--- src/rtl/i2cb_pkg.sv ---
package i2cb_pkg;
  localparam int ADDR_W = 14;
  localparam int DATA_W = 32;
  localparam int DEV_W  = 7;
  localparam int BYTE_W = 8;
  localparam int WIN_LSB = 12;
  localparam int OFS_W   = WIN_LSB;

  localparam logic [OFS_W-1:0] OFS_MBUF  = 12'h008;
  localparam logic [OFS_W-1:0] OFS_SETUP = 12'h010;
  localparam logic [OFS_W-1:0] OFS_CTL   = 12'h020;
  localparam logic [OFS_W-1:0] OFS_STAT  = 12'h070;

  localparam int START_BIT = 1;
  localparam int NACK_BIT  = 1;
  localparam int BADOP_BIT = 2;
  localparam int BUSY_BIT  = 9;

  localparam logic [3:0] OPC_RD_AT  = 4'h0;
  localparam logic [3:0] OPC_RD_DIR = 4'h1;
  localparam logic [3:0] OPC_WR_AT  = 4'h4;
  localparam logic [3:0] OPC_WR_DIR = 4'h6;

  typedef enum logic [1:0] {
    WIN_PLAIN = 2'b00,
    WIN_AND   = 2'b01,
    WIN_OR    = 2'b10,
    WIN_VOID  = 2'b11
  } win_e;

  typedef struct packed {
    logic              ok;
    logic              wr;
    logic              direct;
    logic [DEV_W-1:0]  dev;
    logic [BYTE_W-1:0] index;
  } cmd_t;

  function automatic logic [DATA_W-1:0] swap32(input logic [DATA_W-1:0] v);
    return {v[7:0], v[15:8], v[23:16], v[31:24]};
  endfunction

  function automatic logic [DATA_W-1:0] merge(input win_e w,
                                              input logic [DATA_W-1:0] old_v,
                                              input logic [DATA_W-1:0] d);
    case (w)
      WIN_PLAIN: return d;
      WIN_AND:   return old_v & d;
      WIN_OR:    return old_v | d;
      default:   return old_v;
    endcase
  endfunction

  function automatic cmd_t decode_setup(input logic [DATA_W-1:0] s);
    cmd_t c;
    c.ok     = (s[23:16] == 8'h01);
    c.wr     = 1'b0;
    c.direct = 1'b0;
    case (s[31:28])
      OPC_RD_AT:  begin c.wr = 1'b0; c.direct = 1'b0; end
      OPC_WR_AT:  begin c.wr = 1'b1; c.direct = 1'b0; end
      OPC_RD_DIR: begin c.wr = 1'b0; c.direct = 1'b1; end
      OPC_WR_DIR: begin c.wr = 1'b1; c.direct = 1'b1; end
      default:    c.ok = 1'b0;
    endcase
    c.dev   = c.direct ? '0 : s[14:8];
    c.index = c.direct ? s[15:8] : s[7:0];
    return c;
  endfunction
endpackage

--- src/rtl/i2cb_regs.sv ---
module i2cb_regs
  import i2cb_pkg::*;
(
  input  logic              clk,
  input  logic              rst,
  input  logic              host_wr,
  input  logic              host_rd,
  input  logic [ADDR_W-1:0] host_addr,
  input  logic [DATA_W-1:0] wdata,
  input  logic              busy,
  input  logic              ld_rbyte,
  input  logic [BYTE_W-1:0] rbyte,
  input  logic              st_nack,
  input  logic              st_bad,
  output logic [DATA_W-1:0] mbuf,
  output logic [DATA_W-1:0] setup,
  output logic [DATA_W-1:0] rdata,
  output logic              rvalid,
  output logic              launch
);
  win_e              win;
  logic [OFS_W-1:0]  ofs;
  logic              wr_ok;
  logic [DATA_W-1:0] ctl_now, ctl_new, stat_now, mbuf_nxt;

  assign win   = win_e'(host_addr[WIN_LSB+1:WIN_LSB]);
  assign ofs   = host_addr[OFS_W-1:0];
  assign wr_ok = host_wr && (win != WIN_VOID);

  always_comb begin
    ctl_now            = '0;
    ctl_now[START_BIT] = busy;
    ctl_new            = merge(win, ctl_now, wdata);
    stat_now            = '0;
    stat_now[BUSY_BIT]  = busy;
    stat_now[BADOP_BIT] = st_bad;
    stat_now[NACK_BIT]  = st_nack;
  end

  // a start only counts from idle; the store result decides
  assign launch = wr_ok && (ofs == OFS_CTL) && ctl_new[START_BIT] && !busy;

  always_comb begin
    mbuf_nxt = mbuf;
    if (wr_ok && ofs == OFS_MBUF) mbuf_nxt = merge(win, mbuf, wdata);
    if (ld_rbyte) mbuf_nxt[BYTE_W-1:0] = rbyte;
  end

  always_ff @(posedge clk) begin
    if (rst) begin
      mbuf   <= '0;
      setup  <= '0;
      rdata  <= '0;
      rvalid <= 1'b0;
    end else begin
      mbuf   <= mbuf_nxt;
      rvalid <= host_rd;
      if (wr_ok && ofs == OFS_SETUP) setup <= merge(win, setup, wdata);
      if (host_rd) begin
        case (ofs)
          OFS_MBUF:  rdata <= mbuf;
          OFS_SETUP: rdata <= setup;
          OFS_CTL:   rdata <= ctl_now;
          OFS_STAT:  rdata <= stat_now;
          default:   rdata <= '0;
        endcase
      end
    end
  end
endmodule

--- src/rtl/i2cb_seq.sv ---
module i2cb_seq
  import i2cb_pkg::*;
(
  input  logic              clk,
  input  logic              rst,
  input  logic              launch,
  input  logic [DATA_W-1:0] setup,
  input  logic [BYTE_W-1:0] mbuf_lo,
  input  logic              xact_done,
  input  logic              xact_nack,
  input  logic [BYTE_W-1:0] xact_rdata,
  output logic              xact_req,
  output logic              xact_wr,
  output logic              xact_direct,
  output logic [DEV_W-1:0]  xact_dev,
  output logic [BYTE_W-1:0] xact_index,
  output logic [BYTE_W-1:0] xact_wdata,
  output logic              busy,
  output logic              ld_rbyte,
  output logic [BYTE_W-1:0] rbyte,
  output logic              st_nack,
  output logic              st_bad
);
  typedef enum logic [1:0] {S_IDLE, S_REQ, S_BAD} state_e;
  state_e state;
  cmd_t   cmd;

  assign cmd      = decode_setup(setup);
  assign busy     = (state != S_IDLE);
  assign xact_req = (state == S_REQ);
  assign ld_rbyte = (state == S_REQ) && xact_done && !xact_nack && !xact_wr;
  assign rbyte    = xact_rdata;

  always_ff @(posedge clk) begin
    if (rst) begin
      state       <= S_IDLE;
      xact_wr     <= 1'b0;
      xact_direct <= 1'b0;
      xact_dev    <= '0;
      xact_index  <= '0;
      xact_wdata  <= '0;
      st_nack     <= 1'b0;
      st_bad      <= 1'b0;
    end else begin
      case (state)
        S_IDLE: if (launch) begin
          st_nack <= 1'b0;
          if (cmd.ok) begin
            state       <= S_REQ;
            st_bad      <= 1'b0;
            xact_wr     <= cmd.wr;
            xact_direct <= cmd.direct;
            xact_dev    <= cmd.dev;
            xact_index  <= cmd.index;
            xact_wdata  <= mbuf_lo;
          end else begin
            state  <= S_BAD;
            st_bad <= 1'b1;
          end
        end
        S_REQ: if (xact_done) begin
          state   <= S_IDLE;
          st_nack <= xact_nack;
        end
        default: state <= S_IDLE;
      endcase
    end
  end
endmodule

--- src/rtl/i2c_cmd_bridge.sv ---
module i2c_cmd_bridge
  import i2cb_pkg::*;
#(
  parameter bit BYTE_SWAP = 1'b1
) (
  input  logic              clk,
  input  logic              rst,
  input  logic              host_wr,
  input  logic              host_rd,
  input  logic [ADDR_W-1:0] host_addr,
  input  logic [DATA_W-1:0] host_wdata,
  output logic [DATA_W-1:0] host_rdata,
  output logic              host_rvalid,
  output logic              xact_req,
  output logic              xact_wr,
  output logic              xact_direct,
  output logic [DEV_W-1:0]  xact_dev,
  output logic [BYTE_W-1:0] xact_index,
  output logic [BYTE_W-1:0] xact_wdata,
  input  logic              xact_done,
  input  logic              xact_nack,
  input  logic [BYTE_W-1:0] xact_rdata
);
  logic [DATA_W-1:0] wdata_int, rdata_int, mbuf_w, setup_w;
  logic              busy_w, launch_w, ld_rbyte_w, st_nack_w, st_bad_w;
  logic [BYTE_W-1:0] rbyte_w;

  generate
    if (BYTE_SWAP) begin : g_swap
      assign wdata_int  = swap32(host_wdata);
      assign host_rdata = swap32(rdata_int);
    end else begin : g_flat
      assign wdata_int  = host_wdata;
      assign host_rdata = rdata_int;
    end
  endgenerate

  i2cb_regs u_regs (
    .clk(clk), .rst(rst), .host_wr(host_wr), .host_rd(host_rd),
    .host_addr(host_addr), .wdata(wdata_int), .busy(busy_w),
    .ld_rbyte(ld_rbyte_w), .rbyte(rbyte_w), .st_nack(st_nack_w),
    .st_bad(st_bad_w), .mbuf(mbuf_w), .setup(setup_w),
    .rdata(rdata_int), .rvalid(host_rvalid), .launch(launch_w)
  );

  i2cb_seq u_seq (
    .clk(clk), .rst(rst), .launch(launch_w), .setup(setup_w),
    .mbuf_lo(mbuf_w[BYTE_W-1:0]), .xact_done(xact_done),
    .xact_nack(xact_nack), .xact_rdata(xact_rdata),
    .xact_req(xact_req), .xact_wr(xact_wr), .xact_direct(xact_direct),
    .xact_dev(xact_dev), .xact_index(xact_index), .xact_wdata(xact_wdata),
    .busy(busy_w), .ld_rbyte(ld_rbyte_w), .rbyte(rbyte_w),
    .st_nack(st_nack_w), .st_bad(st_bad_w)
  );
endmodule

--- config.mk ---
export PLATFORM = sky130hd
export DESIGN_NAME = i2c_cmd_bridge
export DESIGN_NICKNAME = d
export VERILOG_FILES = /design/src/rtl/i2cb_pkg.sv /design/src/rtl/i2cb_regs.sv /design/src/rtl/i2cb_seq.sv /design/src/rtl/i2c_cmd_bridge.sv
export SDC_FILE = /design/constraint.sdc
export NUM_CORES = 1
export LEC_CHECK = 0
export BUFFER_PORTS_ARGS = -buffer_cell sky130_fd_sc_hd__buf_2
export CORE_MARGIN = 2
export CORE_UTILIZATION = 48
export CTS_CLUSTER_SIZE = 25
export DETAILED_ROUTE_END_ITERATION = 8
export PLACE_DENSITY = 0.72
export SLEW_MARGIN = 30
export SYNTH_ARGS = -nofsm -noshare
export SYNTH_HDL_FRONTEND = slang
export SYNTH_HIERARCHICAL = 1
export SYNTH_SLANG_ARGS = --single-unit
--- constraint.sdc ---
create_clock -name clk -period 3.2 [get_ports clk]
set_input_delay 0.48 -clock clk [delete_from_list [all_inputs] [get_ports clk]]
set_output_delay 0.48 -clock clk [all_outputs]
set_load 0.02 [all_outputs]
======== Yosys cells after proc, flatten, opt, wreduce, memory -nomap -nowiden ========
Index checks and enable logic that the tools add are counted.
storage, ports and cells
  flip-flop bits (word level) ............. 126
cells by class
  reductions and logical operators ........ 28
  multiplexer cells ....................... 18
  bitwise gates (word level) .............. 6
  equal/unequal tests ..................... 14
operators with widths
  cell                   number
  $pmux W32 S3           2
  $pmux W32 S4           1
  $and A32 B32 Y32       2
  $or A32 B32 Y32        2
  $mux W8                3
  $eq A12 B4 Y1 const B  1
  $eq A12 B5 Y1 const B  1
  $eq A12 B6 Y1 const B  1
  $eq A12 B7 Y1 const B  1
  $pmux W2 S3            2
  $reduce_and A2 Y1      5
  $logic_and A1 B1 Y1    9
  $eq A4 B3 Y1 const B   2
  $eq A8 B1 Y1 const B   1
  $mux W7                1
  $mux W2                3
  $reduce_and A3 Y1      2
  $reduce_bool A2 Y1     3
  $eq A2 B1 Y1 const B   2
  $eq A4 B1 Y1 const B   1
  $logic_not A2 Y1       2
  $logic_not A4 Y1       1
  $mux W1                4
  $ne A2 B2 Y1 const B   2
  10 further kinds       12

======== Logic depth before layout (Yosys ltp) ========
Gate-level depths: netlist (run 1).
  depth after elaboration ................. 7
  mapped depth ............................ 10

======== Hierarchy ========
The synthesis (run 1) kept the hierarchy.
by module, submodules not included
  module     cells an instance  seq. area each (um2)  area each (um2)  times used
  i2cb_regs  463                1941.9                4250.3           1
  i2cb_seq   164                580.6                 1373.8           1

======== Worst setup path after synthesis (run 1) ========
OpenSTA, ideal clock, no wires.
  path type ............................... input-to-reg
  start ................................... input port host_addr[2]
  end ..................................... register u_seq.xact_index[0]
  slack ................................... 0.473 ns
  path buffers ............................ 3
  data required time ...................... 3.130 ns
  data arrival time ....................... 2.657 ns
  cell stages on the path ................. 9
  cell sequence ........................... or4_1 -> buf_2 -> or2_4 -> nor4_1 -> and2_1 -> buf_2 -> clkbuf_1 -> o2111ai_1 -> a21oi_1
on the way
  longest elaborated chain between the ends .. 5
ends and longest elaborated chain
  element                           line                  text
  start, declared                   i2c_cmd_bridge.sv:10  input logic [ADDR_W-1:0] host_addr,
  $eq A12 B6 Y1                     i2cb_regs.sv:41       assign launch = wr_ok && (ofs == OFS_CTL) && ctl_new[START_BIT] && !busy;
  $logic_and A1 B1 Y1 (3 in a row)  i2cb_regs.sv:41
  via launch_w                      i2c_cmd_bridge.sv:25  logic busy_w, launch_w, ld_rbyte_w, st_nack_w, st_bad_w;
  $reduce_and A3 Y1 (no line)       n/a
  end signal, assigned              i2cb_seq.sv:54        xact_index <= cmd.index;
  end, declared                     i2cb_seq.sv:16        output logic [BYTE_W-1:0] xact_index,
The timed path passes the listed nets, and every way through them passes these cells.
A chain may end at the register's enable or synchronous reset.

======== Worst setup path in the final report (run 1) ========
  start ................................... input port host_addr[9]
  end ..................................... register u_seq.xact_direct
on the way
  longest elaborated chain between the ends .. 5
ends and longest elaborated chain
  element                           line                  text
  $eq A12 B6 Y1                     i2cb_regs.sv:41
  $logic_and A1 B1 Y1 (3 in a row)  i2cb_regs.sv:41
  via launch_w                      i2c_cmd_bridge.sv:25
  $reduce_and A3 Y1 (no line)       n/a
  end signal, assigned              i2cb_seq.sv:52        xact_direct <= cmd.direct;
  end, declared                     i2cb_seq.sv:14        output logic xact_direct,
The timed path passes the listed nets, and every way through them passes these cells.

==> flow_summary.yaml, run 1 <==
setup_path:
  crit_chain: "buf_2, or4_4, or2_4, nor4_1, buf_4, nand2_1, buf_4, or3_1, a21oi_1"
  crit_buf_inv: 3
  crit_fanout: 21
  cp.depth: 9
  crit_start: "host_addr[9]"
  r2r_cells: 4
  end_kind: "register"
  path_delay_family: "simple AND/OR/NAND/NOR gates"
  r2r_setup_slack_ns: 0.95
  crit_required_ns: 3.54
  worst_ep_arrival_time_ns: 2.66
  slowest_delay_ns: 0.59
  crit_slowest_cell: "or4_4"
  crit_path_end: "u_seq/xact_direct"
  path_class: "in2reg"
  crit_top_cell: "buf_4"
  start_kind: "primary input"
  reg2reg_from: "u_regs/setup[31]"
  r2r-end: "u_seq/xact_dev[1]"
clock_tree:
  cts-root-buf: "clkbuf_16"
  cts_buffers: 17
  cts_tree: "yes"
  clk_latency_ns: 0.41
  ctsHtreeMaxLevel: 4
  cts_resized: 0
  cts_setup_buffers: 0
  holdBufCountCts: 0
  cts.sinks: 126
  clkTransAtPathRegs_ns: 0.06
  clock_path_buffers: 2
synthesis:
  async_flop_share: 0
  synthFlopType: "dfxtp_1"
  avgSynthCellArea_um2: 8.970
  ys_warn_count: 6
  syn_inst: 627
  ys_seq_area_frac: 0.4485
  synthTopCellsByArea: "dfxtp_1, a211oi_1, a31oi_1"
  synth_common_cells: "dfxtp_1, a211oi_1, a31oi_1, a21oi_1, o21ai_0"
  synth_area_leader_cell: "dfxtp_1"
  synthesis.area_um2: 5624
  synth_top_area_frac: 0.4485
  synth.distinct_cells: 54
  syn_nets: 692
  synth-seq-cells: 126
  synth_edf_count: 0
  yosysMostFrequentCell: "dfxtp_1"
global_route:
  antenna_found_initial: 0
  grt_pass1_vias: 5222
  grt_use_total: 0.2531
  grt_pass1_wl_um: 25700
  overflow: 0
  grt_max_degree: 62
timing:
  final_max_slew_viol_count: 0
  worst_pin_slew_ns: 0.8717
  rsz0062_at_grt: "false"
  relSlewSlack: 0.4189
  hold_viol_final: 0
  post-route-min-period_ns: 2.319
  min_period_over_period: 0.7247
  fmax_mhz: 431.2
  tns_ns: 0
  setup_viol: 0
  finClkSkew_ns: 0.01159
  hold_ws_ns: 0.3988
  fin_ws_ns: 0.8808
floorplanning:
  ios: 119
  die_w_um: 112.2
  rows: 39
  initial_utilization: 0.4925
  die_area_um2: 12600
  core_area_um2: 11420
  die_y_um: 112.2
routing:
  initialDrtViolationCount: 405
  route.detailed.drc: 0
  vias: 5410
  routedWlPerCell_um: 18.50
  ant_nets: 0
  wl_um: 15970
  dr.pass1.iters: 5
  viasPerCell: 6.269
finish:
  instances_no_fill: 863
  drive_above_1_share: 0.2500
  fin_nets: 776
  syn_to_final_growth_pct: 20.76
  antenna_cells: 0
  fin_area_um2: 6792
  finish.utilization: 0.5948
  fill_cells: 1038
hold_path:
  hold_path_class: "in2reg"
pwr:
  power_switching_uw: 791.5
  p_comb_frac: 0.062
  sw_frac_of_total: 0.2237
  seqPwrFrac: 0.444
  finalPower_mw: 3.538
  irDropWorstVdd_mv: 0.2786
  p_clk_frac: 0.494
  power.density_nw_per_um2: 520.9
  p_int_mw: 2.746
  power_leakage_nw: 2.569
status:
  status: "finished clean"
placed_design:
  numPortBuffers: 118
  post_dp_cell_area_um2: 6255
  place_ws_ns: 0.4309
  placed_cells: 835
  gp_congestion: 0.8039
  dp_hpwl_um: 10790
flow_run:
  cap_violations: 0
==> cells by family (layout without fill, tap and decap cells) <==
logic type,Yosys count,count (layout),synth area share
XOR/XNOR,1,1,0.001558
buffers and inverters,85,178,0.07097
multiplexers,1,1,0.001780
AND/OR/NAND/NOR,114,114,0.1293
adder cells (fa/ha/maj),5,5,0.01112
flip-flops,126,126,0.4485
AO/OA/AOI/OAI,295,295,0.3368
==> metal layers <==
metal / share of wire / track usage / vias up
met2: 0.49 / 0.4309 / 255
met5: 0 / 0 / -
met4: 0.031 / 0.1154 / 0
met1: 0.41 / 0.3075 / 2562
li1: - / - / 2557
met3: 0.066 / 0.05454 / 36
==> flip-flops by register name, indices dropped and copies added (netlist names) <==
register and flops:
u_regs/mbuf 32, u_regs/rdata 32, u_regs/setup 32, u_seq/xact_index 8, u_seq/xact_wdata 8, u_seq/xact_dev 7
u_seq/state 2, u_regs/rvalid 1, u_seq/st_bad 1, u_seq/st_nack 1, u_seq/xact_direct 1, u_seq/xact_wr 1
==> worst register-to-register path, delay by kind of cell (launching register included) <==
kind	cells	cell delay, ns
and+or+nand+nor	3	1.59
DFF	1	0.39
AOI/OAI and AO/OA	1	0.15
==> layout by cell type (no fill, tap or decap), types with 9 or more instances in the layout <==
cell	instances
nand2_1	35
dfxtp_1	126
clkbuf_16	17
or3_1	9
nand4_1	9
nand2b_1	10
a21oi_1	51
o21ai_0	48
buf_4	13
o21ai_1	11
a211oi_1	63
buf_2	118
inv_1	15
a22oi_1	30
a31oi_1	60
==> final cells by class <==
cell class,count,area [um^2],share of cell area
clock buffer,21,470.5,0.06927
sequential,126,2522,0.3714
inverter,15,56.30,0.008290
timing repair buffer,135,768.2,0.1131
multi-input combinational,416,2729,0.4018
tap,143,178.9,0.02634
clock inverter,7,66.31,0.009764
==> worst min path at each step <==
stage	from	endpoint	slack, ns	cells after the start
final	xact_rdata[3]	u_regs/mbuf[3]	0.40	4
after floorplan	u_seq/state[0]	u_seq/st_nack	0.45	2
after detailed placement	u_regs/rdata[21]	u_regs/rdata[21]	0.44	2
after CTS	xact_rdata[3]	u_regs/mbuf[3]	0.39	4
after global routing	rst	u_regs/rvalid	0.40	2
after global placement	u_regs/rdata[25]	u_regs/rdata[25]	0.43	2
==> power groups by stage <==
stage | combinational [mW] | sequential [mW] | clock (mW)
after detailed placement | 0.213 | 1.60 | 0
after global routing | 0.236 | 1.57 | 1.84
after global placement | 0.205 | 1.60 | 0
after CTS | 0.215 | 1.57 | 1.76
final | 0.218 | 1.57 | 1.75
after floorplan | 0.126 | 1.60 | 0
No activity file was read; power rests on OpenSTA's default activity.
==> inputs of run 2 (changes only) <==
- PLACE_DENSITY: 0.72 -> 0.74
- clock period: 3.2 -> 2.1 ns (I/O delays scaled with it)
==> flow_summary.yaml, run 2 (synthesized netlist as in run 1, its figures left out) <==
status:
  status: "finished clean"
finish:
  fin_nets: 803
  syn_to_final_growth_pct: 28.43
  final-seq-area_um2: 2522
  antenna_cells: 0
  multiInputGateArea_um2: 2770
  fill_cells: 963
  fin_area_um2: 7223
  layout_commonest_cell: "dfxtp_1"
  final_cell_mix: "dfxtp_1, buf_2, a211oi_1"
  finish.utilization: 0.6326
  top_regs: "u_regs/mbuf (32), u_regs/rdata (32), u_regs/setup (32)"
  drive_above_1_share: 0.2889
setup_path:
  crit_buf_inv: 4
  path_class: "reg2reg"
  crit_slowest_cell: "dfxtp_1"
  crit_chain: "nor2_2, inv_1, inv_1, o211ai_1, nor4_4, buf_4, and2_4, buf_12, o2111ai_1, a21oi_1"
  slowest_delay_ns: 0.34
  path_delay_family: "simple AND/OR/NAND/NOR gates"
  worst_ep_arrival_time_ns: 2.33
  end_kind: "register"
  crit_required_ns: 2.43
  crit_fanout: 11
  start_kind: "register"
  crit_top_cell: "inv_1"
timing:
  rsz0062_at_grt: "false"
  finClkSkew_ns: 0.005952
  setup_viol: 0
  post-route-min-period_ns: 1.999
  final_max_slew_viol_count: 0
  min_period_over_period: 0.9520
  tns_ns: 0
  fmax_mhz: 500.2
  hold_viol_final: 0
  worst_pin_slew_ns: 0.7116
  relSlewSlack: 0.5220
pwr:
  irDropWorstVdd_mv: 0.4098
  power_leakage_nw: 2.782
  p_clk_frac: 0.526
  p_int_mw: 4.574
  p_comb_frac: 0.065
  seqPwrFrac: 0.410
  sw_frac_of_total: 0.2174
  power.density_nw_per_um2: 809.1
  power_switching_mw: 1.270
clock_tree:
  clock_path_buffers: 2
  cts.sinks: 126
  clkTransAtPathRegs_ns: 0.06
  clk_latency_ns: 0.41
  ctsHtreeMaxLevel: 4
  cts_buffers: 17
  cts_tree: "yes"
  holdBufCountCts: 0
  cts-root-buf: "clkbuf_16"
global_route:
  grt.met3_usage: 0.06156
  use_met2: 0.4056
  grt_pass1_wl_um: 26300
  overflow: 0
  grt_max_degree: 63
  busiest_layer: "met2"
  grt_use_met1: 0.3432
  antenna_found_initial: 1
  grt_use_total: 0.2566
  grt_pass1_vias: 5322
floorplanning:
  die_w_um: 112.2
  ios: 119
  die_area_um2: 12600
  die_y_um: 112.2
  rows: 39
  core_area_um2: 11420
  initial_utilization: 0.4925
routing:
  wl_um: 16710
  vias: 5617
  initialDrtViolationCount: 584
  routedWlPerCell_um: 18.70
  dr.pass1.iters: 5
  viasPerCell: 6.283
  route.detailed.drc: 0
  ant_nets: 0
placed_design:
  post_dp_cell_area_um2: 6584
  numPortBuffers: 118
  gp_congestion: 0.8880
  dp_hpwl_um: 11250
flow_run:
  cap_violations: 0
hold_path:
  hold_path_class: "in2reg"
run 2: cell type report:
class | count | share of cell area
Inverter | 15 | 0.007795
Multi-Input combinational cell | 416 | 0.3835
Timing Repair Buffer | 162 | 0.1483
Clock inverter | 11 | 0.02269
Clock buffer | 21 | 0.06375
Tap cell | 143 | 0.02477
Sequential cell | 126 | 0.3492
run 2: worst paths after layout:
kind / start / endpoint / slack [ns] / cells past startpoint
worst max-delay path: u_seq/state[0] / u_seq/xact_index[2] / 0.10 / 10
worst min-delay path: xact_rdata[3] / u_regs/mbuf[3] / 0.22 / 4
worst max register to register: u_seq/state[0] / u_seq/xact_index[2] / 0.10 / 10
worst min register to register: u_regs/rdata[17] / u_regs/rdata[17] / 0.45 / 2
run 2: power groups by stage:
stage          Clock, mW  Combinational, mW  Sequential (mW)
6_report            3.07              0.380             2.39
4_1_cts             3.09              0.371             2.39
3_5_place_dp           0              0.369             2.44
5_1_grt             3.21              0.404             2.39
2_1_floorplan          0              0.195             2.45
3_3_place_gp           0              0.356             2.44
run 2: stage by stage:
step	hold slack, ns	power (mW)	worst slack (ns)	cells
4_1_cts	0.2218	5.854	0.1556	893
2_1_floorplan	0.4288	2.641	-0.08621	627
6_report	0.2218	5.844	0.1008	894
3_5_place_dp	0.4369	2.813	-0.2440	861
5_1_grt	0.2356	6.009	0.008133	894
3_3_place_gp	0.4325	2.800	-0.1983	861
run 2: worst register-to-register path: cells and delay by family (launching register included):
kind	cells	cell delay, ns
AO/OA/AOI/OAI	3	0.50
AND/OR/NAND/NOR	3	0.59
buffers and inverters	4	0.49
flip-flops	1	0.34
run 2: layer usage:
layer,vias up,part of all wire
met4,2,0.020
met5,-,0.00078
met1,2654,0.43
met3,38,0.087
li1,2628,-
met2,295,0.46
run 2: repair_timing:
action / CTS / global route
endpoints found under the setup margin: 0 / 2
setup buffers: 0 / 1
gates resized for setup: 0 / 3
==> inputs of run 3 (changes only) <==
- CORE_MARGIN: 2 -> not set
- CTS_BUF_LIST: not set -> sky130_fd_sc_hd__clkbuf_4 sky130_fd_sc_hd__clkbuf_8
==> flow_summary.yaml, run 3 (synthesized netlist as in run 1, its figures left out) <==
status:
  status: "finished clean"
setup_path:
  crit_buf_inv: 2
  crit_required_ns: 2.45
  crit_fanout: 9
  crit_slowest_cell: "or4_4"
  slowest_delay_ns: 0.52
  path_class: "in2reg"
  reg2reg_from: "u_seq/state[0]"
  cp.depth: 8
  r2r-end: "u_seq/xact_direct"
  end_kind: "register"
  worst_ep_arrival_time_ns: 2.30
  crit_start: "host_addr[2]"
  crit_chain: "buf_2, or4_4, or2_4, nor4_4, nand2_1, buf_4, or3_1, a21oi_1"
  r2r_setup_slack_ns: 0.19
  start_kind: "primary input"
  r2r_cells: 9
  path_delay_family: "simple AND/OR/NAND/NOR gates"
  crit_path_end: "u_seq/xact_direct"
timing:
  worst_pin_slew_ns: 0.7334
  rsz0062_at_grt: "false"
  fmax_mhz: 514.8
  finClkSkew_ns: 0.01135
  final_max_slew_viol_count: 0
  post-route-min-period_ns: 1.942
  setup_viol: 0
  hold_viol_final: 0
  tns_ns: 0
  relSlewSlack: 0.5111
  min_period_over_period: 0.9249
finish:
  syn_to_final_growth_pct: 23.98
  layout_commonest_cell: "dfxtp_1"
  final_cell_mix: "dfxtp_1, buf_2, a211oi_1"
  fin_area_um2: 6973
  antenna_cells: 0
  fin_nets: 804
  drive_above_1_share: 0.2886
  top_regs: "u_regs/mbuf (32), u_regs/rdata (32), u_regs/setup (32)"
  fill_cells: 977
routing:
  viasPerCell: 6.318
  initialDrtViolationCount: 552
  wl_um: 16370
  vias: 5655
  routedWlPerCell_um: 18.29
  dr.pass1.iters: 9
  route.detailed.drc: 0
  ant_nets: 0
floorplanning:
  ios: 119
  initial_utilization: 0.4925
  die_w_um: 110.2
  core_area_um2: 11420
  die_area_um2: 12150
  die_y_um: 110.2
  rows: 39
placed_design:
  gp_congestion: 0.8419
  post_dp_cell_area_um2: 6574
  numPortBuffers: 118
  dp_hpwl_um: 11370
clock_tree:
  clk_latency_ns: 0.43
  ctsHtreeMaxLevel: 4
  holdBufCountCts: 0
  cts_setup_buffers: 0
  cts.sinks: 126
  cts_tree: "yes"
  cts_buffers: 17
  clkTransAtPathRegs_ns: 0.08
  cts_resized: 0
  cts-root-buf: "clkbuf_8"
  clock_path_buffers: 2
pwr:
  finalPower_mw: 4.851
  power.density_nw_per_um2: 695.7
  power_leakage_nw: 2.648
  irDropWorstVdd_mv: 0.3878
flow_run:
  cap_violations: 0
global_route:
  grt_use_total: 0.2725
  grt_pass1_vias: 5120
  overflow: 0
  antenna_found_initial: 0
  grt_pass1_wl_um: 25350
  grt_max_degree: 69
hold_path:
  whs_path_depth: 4
  hold_path_class: "in2reg"
## run 3: metal layers
| layer | global-route usage | wire (um) |
|---|---|---|
| met1 | 0.3618 | 6962 |
| met2 | 0.4241 | 7566 |
| met3 | 0.07525 | 1545 |
| met4 | 0.09586 | 298 |
| met5 | 0 | 0 |
## run 3: stage by stage
stage	worst slack [ns]	hold WS, ns	std cells	util
after floorplan	-0.08621	0.4288	627	-
after global placement	-0.1943	0.4325	863	0.5757
after detailed placement	-0.2798	0.4369	863	0.5757
after CTS	0.1734	0.1904	895	0.6107
after global routing	0.06034	0.2080	895	0.6107
final	0.1577	0.2141	895	0.6107
## run 3: tightest hold or removal path: stages
cell and delay [ns]:
buf_2 0.09, inv_1 0.04, a21o_1 0.11, a211oi_1 0.04
## run 3: layout make-up
type | instances | area, um^2 | share of cell area
Inverter | 15 | 56.30 | 0.008075
Tap cell | 143 | 178.9 | 0.02566
Clock inverter | 15 | 165.2 | 0.02369
Multi-Input combinational cell | 416 | 2763 | 0.3962
Sequential cell | 126 | 2522 | 0.3617
Clock buffer | 17 | 234.0 | 0.03355
Timing Repair Buffer | 163 | 1054 | 0.1511
## run 3: report_power, final
| part | switching [mW] | total (mW) | internal, mW |
|---|---|---|---|
| registers | 0.000257 | 2.39 | 2.39 |
| clock network | 1.03 | 2.09 | 1.07 |
| logic | 0.237 | 0.370 | 0.133 |
## run 3: how the worst min path moves through the flow
stage	startpoint	to	slack (ns)
after floorplan	rst	u_regs/rvalid	0.43
after global placement	u_regs/rdata[22]	u_regs/rdata[22]	0.43
after detailed placement	u_regs/rdata[14]	u_regs/rdata[14]	0.44
after CTS	xact_rdata[3]	u_regs/mbuf[3]	0.19
after global routing	rst	u_regs/rvalid	0.21
final	xact_rdata[3]	u_regs/mbuf[3]	0.21
